===== src/rtl/rgb_delta_serializer.sv =====
module rgb_delta_serializer #(
  parameter int CW = 8
) (
  input  logic          clk,
  input  logic          rst_n,
  input  logic          frame_start,
  input  logic          line_start,
  input  logic [7:0]    order_word,
  input  logic          pix_valid,
  input  logic [3*CW-1:0] pix_data,
  output logic          pix_ready,
  output logic [CW-1:0] byte_out,
  output logic          byte_valid
);

  logic [3*CW-1:0] pix_q;
  logic            act;
  logic [1:0]      beat;
  logic            line_odd;
  logic [2:0]      code_odd, code_even;
  logic [2:0]      code_now;
  logic [1:0]      comp;
  logic            take;

  function automatic logic [2:0] clean(input logic [2:0] c);
    return (c > 3'd5) ? 3'd0 : c;
  endfunction

  // comp: 0 = R, 1 = G, 2 = B
  function automatic logic [1:0] pick(input logic [2:0] c, input logic [1:0] b);
    logic [5:0] seq;
    case (c)
      3'd1:    seq = {2'd0, 2'd2, 2'd1};
      3'd2:    seq = {2'd1, 2'd0, 2'd2};
      3'd3:    seq = {2'd1, 2'd2, 2'd0};
      3'd4:    seq = {2'd2, 2'd0, 2'd1};
      3'd5:    seq = {2'd2, 2'd1, 2'd0};
      default: seq = {2'd0, 2'd1, 2'd2};
    endcase
    case (b)
      2'd0:    return seq[5:4];
      2'd1:    return seq[3:2];
      default: return seq[1:0];
    endcase
  endfunction

  assign pix_ready = !frame_start && !line_start && (!act || beat == 2'd2);
  assign take      = pix_ready && pix_valid;
  assign code_now  = line_odd ? code_odd : code_even;
  assign comp      = pick(code_now, beat);

  always_comb begin
    byte_out = '0;
    if (act) begin
      case (comp)
        2'd0:    byte_out = pix_q[3*CW-1:2*CW];
        2'd1:    byte_out = pix_q[2*CW-1:CW];
        default: byte_out = pix_q[CW-1:0];
      endcase
    end
  end

  assign byte_valid = act;

  always_ff @(posedge clk or negedge rst_n) begin
    if (!rst_n) begin
      code_odd  <= '0;
      code_even <= '0;
      line_odd  <= 1'b0;
    end else if (frame_start) begin
      code_odd  <= clean(order_word[6:4]);
      code_even <= clean(order_word[2:0]);
      line_odd  <= 1'b0;
    end else if (line_start) begin
      line_odd  <= !line_odd;
    end
  end

  always_ff @(posedge clk or negedge rst_n) begin
    if (!rst_n) begin
      act   <= 1'b0;
      beat  <= '0;
      pix_q <= '0;
    end else if (frame_start || line_start) begin
      act   <= 1'b0;
      beat  <= '0;
    end else if (take) begin
      act   <= 1'b1;
      beat  <= '0;
      pix_q <= pix_data;
    end else if (act) begin
      if (beat == 2'd2) act <= 1'b0;
      else beat <= beat + 2'd1;
    end
  end

  AST_ACCEPT_SHOWS: assert property (@(posedge clk) disable iff (!rst_n)
    pix_valid && pix_ready |=> byte_valid) else $error("accept");
  AST_BURST_HOLDS: assert property (@(posedge clk) disable iff (!rst_n)
    $rose(byte_valid) && !line_start && !frame_start |=> byte_valid) else $error("burst");
  AST_ABORT_BLANK: assert property (@(posedge clk) disable iff (!rst_n)
    line_start || frame_start |=> !byte_valid) else $error("abort");
  AST_CFG_FROZEN: assert property (@(posedge clk) disable iff (!rst_n)
    !frame_start |=> $stable(code_odd) && $stable(code_even)) else $error("cfg");
  AST_PARITY_FLIP: assert property (@(posedge clk) disable iff (!rst_n)
    line_start && !frame_start |=> line_odd != $past(line_odd)) else $error("parity");
  AST_IDLE_ZERO: assert property (@(posedge clk) disable iff (!rst_n)
    !byte_valid |-> byte_out == '0) else $error("idle");
  AST_CODE_LEGAL: assert property (@(posedge clk) disable iff (!rst_n)
    code_odd < 3'd6 && code_even < 3'd6) else $error("code");

endmodule


===== config.mk =====
export PLATFORM = sky130hd
export DESIGN_NAME = rgb_delta_serializer
export DESIGN_NICKNAME = d
export VERILOG_FILES = /design/src/rtl/rgb_delta_serializer.sv
export SDC_FILE = /design/constraint.sdc
export NUM_CORES = 1
export LEC_CHECK = 0
export ABC_CLOCK_PERIOD_IN_PS = 3650
export BUFFER_PORTS_ARGS = -buffer_cell sky130_fd_sc_hd__clkbuf_2
export CELL_PAD_IN_SITES_DETAIL_PLACEMENT = 2
export CELL_PAD_IN_SITES_GLOBAL_PLACEMENT = 2
export CORE_UTILIZATION = 35
export CTS_BUF_LIST = sky130_fd_sc_hd__clkbuf_4 sky130_fd_sc_hd__clkbuf_8
export DETAILED_ROUTE_END_ITERATION = 10
export HOLD_SLACK_MARGIN = 0.03
export PLACE_DENSITY_LB_ADDON = 0.1
export REMOVE_ABC_BUFFERS = 1
export SYNTH_ARGS = -nofsm -noshare
export SYNTH_HDL_FRONTEND = slang
export SYNTH_SLANG_ARGS = --single-unit

===== constraint.sdc =====
create_clock -name clk -period 3.65 [get_ports clk]
set_input_delay 0.73 -clock clk [delete_from_list [all_inputs] [get_ports clk]]
set_output_delay 0.73 -clock clk [all_outputs]
set_load 0.05 [all_outputs]

==> results of run 1 <==
[flip-flops by register name (all words and copies together), names as in the netlist]
| signal | count |
|---|---|
| code_even | 3 |
| code_odd | 3 |
| pix_q | 24 |
| byte_valid | 1 |
| line_odd | 1 |
| beat | 2 |
[power groups by stage]
stage	logic, mW	registers (mW)	clock network, mW
floorplan	0.152	0.475	0
global placement	0.209	0.488	0
detailed placement	0.221	0.490	0
CTS	0.222	0.485	0.445
global route	0.242	0.493	0.461
finish	0.219	0.483	0.432
[worst paths after layout]
path	from	cells past startpoint	slack, ps	endpoint
setup reg to reg	beat[0]$_DFFE_PN0P_	6	1290	pix_q[5]$_DFFE_PN0P_
hold / removal	pix_q[14]$_DFFE_PN0P_	1	500	pix_q[14]$_DFFE_PN0P_
min in group asynchronous	rst_n	1	540	code_even[1]$_DFFE_PN0P_
max in group asynchronous	rst_n	1	2570	line_odd$_DFFE_PN0N_
hold reg to reg	pix_q[14]$_DFFE_PN0P_	1	500	pix_q[14]$_DFFE_PN0P_
setup / recovery	beat[0]$_DFFE_PN0P_	8	190	byte_out[4]
[final cells by class]
cell class / instances / area [um^2] / area share
inverters: 9 / 33.8 / 0.0149
well taps: 70 / 87.6 / 0.0387
clock inverters: 2 / 60.1 / 0.0266
repair buffers: 46 / 235 / 0.104
flip-flops and latches: 34 / 851 / 0.376
clock buffers: 6 / 82.6 / 0.0365
multi-input cells: 116 / 911 / 0.403
[what timing repair did]
item	in CTS	in global routing
resized for setup	0	1
hold endpoints to repair	0	0
endpoints found under the setup margin	0	8
[worst max-delay path, stage by stage (launching register included)]
cell,delay [ps]
sky130_fd_sc_hd__dfrtp_1,350
sky130_fd_sc_hd__inv_1,80
sky130_fd_sc_hd__ha_1,260
sky130_fd_sc_hd__or3_1,410
sky130_fd_sc_hd__nor3_1,360
sky130_fd_sc_hd__or3_4,250
sky130_fd_sc_hd__o21ai_0,110
sky130_fd_sc_hd__a311oi_2,280
sky130_fd_sc_hd__clkbuf_2,330
[cell usage after synthesis (all sizes together)]
cell type / instances
a211oi: 1
buf: 6
or3: 3
o21a: 1
nand3: 2
nand4: 8
nor3b: 1
inv: 9
nand2: 6
ha: 3
nor4b: 1
dfrtp: 34
or3b: 1
a21boi: 1
a22o: 1
mux2: 24
o22ai: 2
and2: 2
clkbuf: 2
nor2b: 4
xnor2: 3
nand3b: 2
a311oi: 8
a21oi: 10
and3b: 1
nor3: 12
a31oi: 1
nor2: 3
o21ai: 15
[layer usage]
layer / vias up / track usage / part of all wire
met3: 7 / 0.0569 / 0.045
met5: - / 0 / 0
li1: 707 / - / -
met1: 740 / 0.250 / 0.47
met4: 0 / 0.0503 / 0.0095
met2: 33 / 0.301 / 0.48
[through the flow]
step | std cells | total power [mW] | worst slack, ps | util | area (um^2)
2_1_floorplan | 159 | 0.626 | 189 | - | 1790
3_3_place_gp | 275 | 0.697 | 467 | 0.416 | 2110
3_5_place_dp | 275 | 0.711 | 419 | 0.416 | 2110
4_1_cts | 283 | 1.15 | 30.3 | 0.445 | 2260
5_1_grt | 283 | 1.20 | 21.7 | 0.446 | 2260
6_report | 283 | 1.13 | 188 | 0.446 | 2260
[placed cells by master (no fill, tap or decap), types with 2 or more instances in the layout]
cell / synthesis / routed
sky130_fd_sc_hd__nor3_1: 10 / 10
sky130_fd_sc_hd__dfrtp_1: 34 / 34
sky130_fd_sc_hd__or3_1: 3 / 2
sky130_fd_sc_hd__nand3_1: 2 / 2
sky130_fd_sc_hd__mux2_2: 24 / 24
sky130_fd_sc_hd__a21oi_1: 10 / 10
sky130_fd_sc_hd__o21ai_0: 13 / 13
sky130_fd_sc_hd__inv_2: 2 / 2
sky130_fd_sc_hd__o21ai_1: 2 / 2
sky130_fd_sc_hd__nand3b_1: 2 / 2
sky130_fd_sc_hd__nor3_2: 2 / 2
sky130_fd_sc_hd__nand4_1: 8 / 8
sky130_fd_sc_hd__nand2_1: 6 / 6
sky130_fd_sc_hd__nor2b_1: 4 / 4
sky130_fd_sc_hd__bufinv_16: 0 / 2
sky130_fd_sc_hd__a311oi_2: 8 / 8
sky130_fd_sc_hd__clkbuf_2: 0 / 44
sky130_fd_sc_hd__o22ai_1: 2 / 2
sky130_fd_sc_hd__xnor2_1: 3 / 3
sky130_fd_sc_hd__inv_1: 7 / 7
sky130_fd_sc_hd__clkbuf_8: 0 / 6
sky130_fd_sc_hd__ha_1: 3 / 3
sky130_fd_sc_hd__nor2_1: 3 / 3
sky130_fd_sc_hd__buf_4: 1 / 2
[cell families after synthesis]
kind of cell,after synthesis,share of synthesized area
simple gates,46,0.147
fa+ha+maj,3,0.0204
buf+inv,17,0.0468
flops,34,0.462
mux,24,0.147
xor+xnor,3,0.0143
compound gates,40,0.163
==> metrics list, run 1 <==
- STA classifies the critical path endpoint as a primary output.
- Longest Clk Path Bufs: 2
- The floorplan has 26 rows.
* Area share of the largest cell type after synthesis: 0.462
* Initial core utilization: 0.363
- Detailed placement finished with a half-perimeter wire length of 3.56 mm.
- Max-cap violations in this run came to 0.
- Initial antenna violation count: 0
- VDD sags by at most 0.170 mV.
* Hold buffers post-CTS: 0
- Achievable frequency: between 200 and 300 MHz
- Wires add up to just under 5 mm.
* Post-detailed-route wirelength per cell: between 15 and 20 um
* Final critical-path required period: around 3500 ps
- Max H-tree Level: 2
- Combined global-route utilization of all metal layers: 0.189
- Arrival time reported for the critical path endpoint: about 2700 ps
* Register bit count reported by yosys: 34
- Measured along the x axis, the die boundary spans about 75 um.
- The area growth from synthesis to layout is 22.7%.
- Post-CTS repair timing setup buffer count: 0
- Routability-driven placement finished with a final weighted congestion of ~0.8.
- In this run, distinct cell masters in the synthesized netlist total 35.
- Period Utilization, post-route: 0.949
* Clock transition at the registers of the reported paths: about 70 ps
* Number of routed nets with antenna violations: 0
* Worst slack on hold paths: about 500 ps
* DRC violation count after routing: 0
- Pin count of the biggest net entering global routing: 35
* Switching Fraction: 0.269
- Cell types with the largest area share after synthesis: sky130_fd_sc_hd__dfrtp_1 46%, sky130_fd_sc_hd__mux2_2 15%, sky130_fd_sc_hd__a311oi_2 6.5%
- Measured along the y axis, the die boundary spans around 75 um.
- Of all nets on the critical path, the largest fanout is 8.
* Syn Inst Count: ~170
- Clock skew after layout: just over 2 ps
- The critical path is of the flop to primary output type.
- Of the total power, the clock network draws 0.381.
* Length of the first detailed-routing pass in iterations: 4
* Iteration-0 DRC Markers: 25
- Sum of negative setup slack: 0 ps
- Grt total ovfl: 0
* Power Density: around 500 nW/um^2
- Setup repair after global routing left no endpoint under its margin.
* Register share of total power: 0.426
- Hold Path Class: flop to flop
* Mean number of vias per cell: 5.25
- 47 I/O pins were placed.
- TritonCTS built the clock tree.
* Number of clock sinks seen by CTS: 34
- Number of diodes: 0
- After floorplanning, the core was sized to cover between 5000 and 6000 um^2.
* Power share of the combinational group: 0.193
- Of the synthesized area, sequential elements account for 0.462.
* Count of input and output buffers: 44
- The worst pin sits at a relative slew slack of 0.328.
- CP startpoint kind: flop
* Die Outline Area: between 5000 and 6000 um^2
- Synthesis warning total: 0
* Post-layout nets: around 250
- Counting the buffers created by CTS gives 5.
- Pint: 0.829 mW
- In the final layout, the share of cells above drive strength 1 is 0.437.
- Synthesized area: around 1800 um^2
* Post-synthesis average cell area: 11.0 um^2
- Number of global-route vias before repair: roughly 1,500
- The number of endpoints with negative hold slack in the final report came to 0.
- Detailed routing inserted a total of approximately 1,500 vias.
- The flow ran to the end, and the final reports show no timing, DRC or antenna violations.
- For the worst setup path, the data required time is between 2000 and 3000 ps.
- For the pin with the worst max-slew slack, the measured transition is 1010 ps.
- Reported net switching power: approximately 0.3 mW
- Clock network latency to the later pin of the worst-skew pair: just under 300 ps
- Setup violations remaining at the end of the flow were counted as 0.
* # fillers: between 500 and 600
* Post-synthesis cell type with the largest combined area: sky130_fd_sc_hd__dfrtp_1
- The tree is rooted in a sky130_fd_sc_hd__clkbuf_8.
- The first global-routing pass estimated roughly 7.6 mm of wire.
- Static Leakage: 0.987 nW
* Final count of pins violating max slew: 0
(Power assumes the default switching activity.)
==> run 2: changes to the inputs <==
- ABC_AREA: default -> 1
- BUFFER_PORTS_ARGS: -buffer_cell sky130_fd_sc_hd__clkbuf_2 -> default
- DONT_BUFFER_PORTS: default -> 1
==> run 2 against run 1 <==
Net effect:
- sequential power fell by 1%
- register-to-register slack gained 40 ps
- via count down 7.9%
- critical endpoint is now byte_out[3]
==> metrics list, run 2 <==
- The flow ran to the end, and the final reports show no timing, DRC or antenna violations.
* Chip width: 74.3 um
- Critical register-to-register path endpoint: pix_q[8]$_DFFE_PN0P_
* Power share of the combinational group: 0.215
* Max transition margin: 0.577
* Length of the first detailed-routing pass in iterations: 4
- For this design the static power due to leakage is about 0.94 nW.
- The share of the Yosys chip area taken by registers is 0.465.
* Unrepaired setup endpoints after global routing: false
- Grt total ovfl: 0
- Across the whole layout, storage elements account for about 850 um^2.
* Count of input and output buffers: 0
* Most common library cells after synthesis: 35 x sky130_fd_sc_hd__nand2_1, 34 x sky130_fd_sc_hd__dfrtp_1, 28 x sky130_fd_sc_hd__nand3_1, 24 x sky130_fd_sc_hd__mux2_2, 23 x sky130_fd_sc_hd__inv_1
- Final count of pins violating max slew: 0
- Final GP Congestion: 0.783
- CTS Root Cell: sky130_fd_sc_hd__clkbuf_8
- The number of antenna diodes in the final layout is 0.
- Iteration-0 DRC Markers: ~70
- Setup violations remaining at the end of the flow were counted as 0.
* Portion of netlist area occupied by mux cells: 0.148
- Total of max-cap violations: 0
* Vias: between 1,000 and 1,500
* Pin count of the biggest net entering global routing: 35
- Fraction of registers with async set/reset: 1.00
* Area share of the largest cell type after synthesis: 0.465
* Initial core utilization: 0.375
- In the routed layout, each cell is associated on average with a via count of between 5 and 6.
- Leaving out fill and tap cells, the most frequent cell in the layout is sky130_fd_sc_hd__nand2_1.
- Setup slack of the most critical reg-to-reg path: roughly 1300 ps
- Biggest registers after layout: pix_q (24), code_even (3), code_odd (3)
* Fraction of final layout cells with drive strength greater than 1: 0.256
- The die is 74.3 um tall.
- Clock group share of total power: 0.329
- Post-CTS repair timing setup buffer count: 0
- The synthesized netlist occupies a cell area of ~1800 um^2.
- Arrival time reported for the critical path endpoint: ~2300 ps
* Hold Path Class: input pin to asynchronous set/reset pin
* Most flop-heavy register: pix_q
- Most repeated cell in the gate-level netlist after synthesis: sky130_fd_sc_hd__nand2_1
- Worst flop-to-flop path startpoint: beat[0]$_DFFE_PN0P_
- After layout, the minimum clock period comes to roughly 3100 ps.
* Syn Inst Count: about 200
* # fillers: between 500 and 600
- Once detail routing completed, the nets flagged for antenna violations numbered 0.
- Number of different library cells in the post-synthesis netlist: 21
* Register bit count reported by yosys: 34
- STA classifies the critical path startpoint as a flop.
- A synthesized cell averages a little over 9 um^2.
* Post-synthesis cell type with the largest combined area: sky130_fd_sc_hd__dfrtp_1
* Post-detailed-route wirelength per cell: 16.2 um
- Of the total synthesized cell area, the portion taken by AND, OR, NAND and NOR gates is 0.254.
* Clock network latency to the later pin of the worst-skew pair: 290 ps
* Register share of total power: 0.457
* Die Outline Area: approximately 5500 um^2
- Final hold viol count: 0
- After detailed routing, the number of remaining DRC violations is 0.
- Cell types with the largest area share after synthesis: sky130_fd_sc_hd__dfrtp_1 47%, sky130_fd_sc_hd__mux2_2 15%, sky130_fd_sc_hd__nand3_1 7.7%
- Of the total synthesized cell area, the portion taken by full adders, half adders and majority gates is 0.0205.
- Combined global-route utilization of all metal layers: 0.179
- Clock skew after layout: about 5.3 ps
- Global-route wire length before repair: between 7 and 8 mm
* Final instance area: 1980 um^2
- Number of buffers inserted during clock tree synthesis: 5
- Summed over all nets, the half-perimeter wirelength after detailed placement is between 3 and 4 mm.
- The longest clock path from root to sink contains 2 buffers.
- Crit Path Category: flop to primary output
- Post-layout nets: 238
* Sum of negative setup slack: 0 ps
* Tightest Pin Transition: ~630 ps
- Gates resized during post-CTS repair numbered 0.
- Initial antenna violation count: 0
* Switching Fraction: 0.301
* I/O pin count: 47
* Clock tree from TritonCTS: yes
- Area growth from synthesis to final layout: 8.34%
- Summed over all nets, the switching power comes to approximately 0.32 mW.
- The clock net in this run drives a total of 34 sinks.
- Of all nets on the critical path, the largest fanout is 17.
* Sum of routed wire length over all layers: 4.32 mm
- Of the total synthesized cell area, the portion taken by XOR and XNOR cells is 0.
* Required time of the critical path: 2920 ps
- Hold repair after CTS inserted 0 buffers.
- Register-to-Register Path Depth: 6
* Overall power consumption: between 1 and 1.5 mW
* Synthesis warning total: 0
- Number of global-route vias before repair: between 1,500 and 2,000
- Clock-pin slew was measured on the worst setup and hold paths at ~80 ps.
- Based on the critical path, the design can be clocked at up to 326 MHz.
- Period Utilization, post-route: 0.841
* Most frequent cells in the layout: 35 x sky130_fd_sc_hd__nand2_1, 34 x sky130_fd_sc_hd__dfrtp_1, 28 x sky130_fd_sc_hd__nand3_1
- The multi-input combinational cells in the finished layout cover a total of around 830 um^2.
* Kind of capture point of the worst setup path: primary output
- The total area inside the core boundary comes to 4880 um^2.
- Standard cell area after detailed placement: roughly 1900 um^2
- Post-synthesis compound-gate area fraction: 0.0328
- The internal power of the cells totals around 0.73 mW.
- For this design the ratio of total power to cell area is roughly 530 nW/um^2.
* VDD IR-drop max: 0.214 mV
* Post-layout utilization of the core: 0.406
- The initialized floorplan defines 25 standard-cell rows.
- Most common flop cell mapped by yosys: sky130_fd_sc_hd__dfrtp_1
- Flip-flop count of the largest register, all copies and words added: 24
- Largest family of logic cells by synthesized area: simple AND/OR/NAND/NOR gates
* Max H-tree Level: 2
* Number of enable-type register cells in the synthesized netlist: 0
-- run 2: layout make-up --
class / count / area share
sequential: 34 / 0.429
multi-input combinational: 131 / 0.420
inverter: 25 / 0.0499
tap: 67 / 0.0423
clock buffer: 5 / 0.0347
clock inverter: 3 / 0.0202
timing repair buffer: 1 / 0.00379
-- run 2: worst max path at each step --
stage          slack, ps     endpoint  cells after the start                  from
2_1_floorplan       1220  byte_out[0]                     10  line_odd$_DFFE_PN0N_
3_3_place_gp         930  byte_out[6]                     10  line_odd$_DFFE_PN0N_
3_5_place_dp         860  byte_out[0]                     10  line_odd$_DFFE_PN0N_
4_1_cts              530  byte_out[0]                     10  line_odd$_DFFE_PN0N_
5_1_grt              330  byte_out[2]                     10  line_odd$_DFFE_PN0N_
6_report             580  byte_out[3]                     11  line_odd$_DFFE_PN0N_
-- run 2: power groups by stage --
stage          registers [mW]  logic (mW)  clock network, mW
2_1_floorplan           0.476       0.186                  0
3_3_place_gp            0.481       0.218                  0
3_5_place_dp            0.486       0.230                  0
4_1_cts                 0.479       0.231              0.354
5_1_grt                 0.486       0.254              0.369
6_report                0.478       0.225              0.344
-- run 2: critical path, stage by stage (launching register included) --
cell,delay [ps]
sky130_fd_sc_hd__dfrtp_1,590
sky130_fd_sc_hd__inv_6,80
sky130_fd_sc_hd__nand2_1,70
sky130_fd_sc_hd__nand2_1,70
sky130_fd_sc_hd__nand3_1,110
sky130_fd_sc_hd__nand2_2,80
sky130_fd_sc_hd__nor2_4,380
sky130_fd_sc_hd__inv_2,190
sky130_fd_sc_hd__nand2_1,100
sky130_fd_sc_hd__nand3_1,80
sky130_fd_sc_hd__nand2_1,80
sky130_fd_sc_hd__inv_1,210
-- run 2: metal layers --
metal	global-route usage	wire length, um	share of wire
met4	0.0503	45	0.010
met3	0.0420	156	0.036
met1	0.213	1760	0.41
met5	0	0	0
met2	0.321	2360	0.55
-- run 2: stage by stage --
stage / worst slack, ps / cells / hold WS (ps)
after detailed placement: 857 / 258 / 435
final: 581 / 266 / 128
after global routing: 330 / 266 / 108
after CTS: 532 / 266 / 117
after global placement: 931 / 258 / 435
after floorplan: 1220 / 190 / 434
-- run 2: kinds of logic after synthesis --
logic type,count (synthesis)
DFF,34
AOI/OAI and AO/OA,12
buffers and inverters,31
muxes,24
adders and majority gates,3
and+or+nand+nor,92
==> run 3: changes to the inputs <==
- ABC_CLOCK_PERIOD_IN_PS: 3650 -> 3000
- clock period: 3.65 -> 3 ns (I/O delays scaled with it)
==> run 3 against run 2 <==
Net effect:
- die area did not move
- critical path type unchanged
- design area grew 4.4%
- combinational power is 41% higher
- core utilization up 1.8 points
- largest cell class unchanged
- sequential share of layout area is 1.8 points lower
- non-clock buffer count rose by 8
- largest power group unchanged
- first-iteration DRC count shrank 24%
==> metrics list, run 3 (synthesis gave the netlist of run 2 again) <==
- The repair_antennas step left the layout with diodes totalling 0.
- Global routing met1 resource utilization: 0.211
* Register-to-Register Path Depth: 7
- The flow ran to the end, and the final reports show no timing, DRC or antenna violations.
- OpenSTA, run right after detailed placement, puts the worst setup slack at 314 ps.
- The worst setup path is launched from a flop.
- The setup check on the worst reg-to-reg path leaves a slack of 940 ps.
- Critical register-to-register path endpoint: pix_q[23]$_DFFE_PN0P_
- In this run the power density over the cells is between 600 and 700 nW/um^2.
- Y dimension of the die: approximately 74 um
* Grt total ovfl: 0
- Critical path cell sequence: inv_1 > ha_1 > nor2_2 > nand2_1 > nor2_2 > nor2_4 > inv_2 > nand2_1 > nand3_1 > nand2_1 > inv_1
* Most flop-heavy register: pix_q
- The number of global-route vias before repair came to around 1,500.
- Combined global-route utilization of all metal layers: 0.188
- The clock passes through at most 2 buffers.
* Iteration-0 DRC Markers: 54
- Number of buffers inserted during clock tree synthesis: 5
* Mean number of vias per cell: slightly above 5
- For the worst-skew pair, the clock arrives at the later sink with an insertion delay of between 200 and 300 ps.
- After detailed placement, the total cell area comes to 1890 um^2.
- The startpoint identified for the worst register-to-register timing path is beat[0]$_DFFE_PN0P_.
- From synthesis to final layout, the design area changed by 13.1%.
* Total of max-cap violations: 0
- Flip-flop count of the largest register, all copies and words added: 24
- I/O pin count: 47
- The worst pin sits at a relative slew slack of 0.617.
- Overall power consumption: 1.27 mW
- Post-layout nets: ~250
* Detail Placement HPWL: 3.30 mm
- TritonCTS built the clock tree.
* Most frequent cells in the layout: 35 x sky130_fd_sc_hd__nand2_1, 33 x sky130_fd_sc_hd__dfrtp_1, 28 x sky130_fd_sc_hd__nand3_1
- Most common library cell in the layout ignoring fill and taps: sky130_fd_sc_hd__nand2_1
* Post-detailed-route wirelength per cell: ~17 um
- Sum of routed wire length over all layers: about 4.7 mm
* Max stage delay cell, worst path: sky130_fd_sc_hd__dfrtp_1
- For this run, global-route usage on met3 was measured as 0.0515.
* Met2 capacity usage during global routing: 0.335
* CTS Root Cell: sky130_fd_sc_hd__clkbuf_8
* Final hold viol count: 0
- In the finished design, the share of the clock period the worst path needs comes to 0.949.
- From left edge to right edge, the die measures about 74 um.
- For this configuration, the core starts out at a cell density of 0.375.
- In this run the static leakage power is about 0.98 nW.
* Max H-tree Level: 2
* Kind of capture point of the worst setup path: primary output
- Largest stage delay on the critical path: ~360 ps
* Clock skew after layout: 7.88 ps
- Fraction of final layout cells with drive strength greater than 1: 0.304
* VDD IR-drop max: approximately 0.19 mV
- The number of antenna violations at the first check in global routing was 0.
- The floorplan step defined a die boundary enclosing between 5000 and 6000 um^2.
* Final GP Congestion: around 0.77
* Biggest registers after layout: pix_q (24), code_even (3), code_odd (3)
- STA puts the critical path data arrival time at roughly 2300 ps.
- # fillers: 567
- The count of nets left with antenna violations once routing finished came out at 0.
- Once layout is done, the placed cells without fillers occupy ~2100 um^2.
- Crit Path Category: flop to primary output
* Vias: around 1,400
* Length of the first detailed-routing pass in iterations: 2
- Hold Path Class: input pin to asynchronous set/reset pin
* Achievable frequency: ~350 MHz
- In the routed design, unresolved DRC markers number 0.
* Crit path setup slack, layout: roughly 150 ps
* Worst-path maximum fanout: 8
* Pin count of the biggest net entering global routing: 35
- Launch point of the critical path: beat[0]$_DFFE_PN0P_
* Global-route wire length before repair: roughly 7.5 mm
- Clock-pin slew was measured on the worst setup and hold paths at roughly 70 ps.
- In this run the standard cell core region covers 4880 um^2.
- Post-layout utilization of the core: 0.424
* Count of input and output buffers: 0
* Tightest Pin Transition: 572 ps
* Final count of negative-setup-slack endpoints: 0
- Core Rows: 25
- Number of clock sinks seen by CTS: 34
- Global-route layer with the greatest usage: met2
* Final critical-path required period: 2850 ps
* Final count of pins violating max slew: 0
- Required time of the critical path: 2400 ps
- Most common cell on crit path: sky130_fd_sc_hd__nand2_1
* Timing endpoint of the critical path: byte_out[7]
-- run 3: final cells by class --
type	count	area, um^2	share of cell area
sequential	34	852	0.412
multi-input combinational	131	843	0.407
inverter	25	103	0.0496
timing repair buffer	9	92.6	0.0447
clock buffer	7	90.1	0.0435
tap	67	83.8	0.0405
clock inverter	1	5.00	0.00242
-- run 3: power by group --
group	leakage (nW)	switching [mW]	total, mW	internal [mW]
registers	0.413	0.0459	0.584	0.538
clock network	0.0517	0.172	0.366	0.194
logic	0.511	0.185	0.317	0.132
total	0.975	0.403	1.27	0.864
-- run 3: critical path: cells and delay by family, from the launching register on --
family                     cells  cell delay, ps
adders and majority gates      1             250
buffers and inverters          3             570
DFF                            1             360
and+or+nand+nor                7             760
-- run 3: worst min-delay path by stage --
stage / end / slack, ps / cells after the start
3_3_place_gp: pix_q[18]$_DFFE_PN0P_ / 310 / 0
6_report: pix_q[11]$_DFFE_PN0P_ / 140 / 1
4_1_cts: line_odd$_DFFE_PN0N_ / 130 / 1
3_5_place_dp: pix_q[18]$_DFFE_PN0P_ / 310 / 0
5_1_grt: pix_q[3]$_DFFE_PN0P_ / 130 / 1
2_1_floorplan: beat[0]$_DFFE_PN0P_ / 300 / 0
-- run 3: timing repair --
item,in CTS,in global routing
hold buffers,1,0
hold endpoints to repair,34,0
buffers inserted,0,5
gates resized for setup,2,3
setup endpoints to repair,8,8
pin swaps,0,2
-- run 3: stage by stage --
step	cells	setup TNS (ps)	hold WS, ps
after detailed placement	260	0	305
after global placement	260	0	305
after CTS	269	0	133
final	274	0	136
after global routing	274	-24.5	129
after floorplan	190	0	304
-- run 3: routing by layer --
metal	part of all wire	routed length (um)
met5	0	0
met4	0.018	85
met3	0.051	243
met2	0.53	2530
met1	0.40	1870
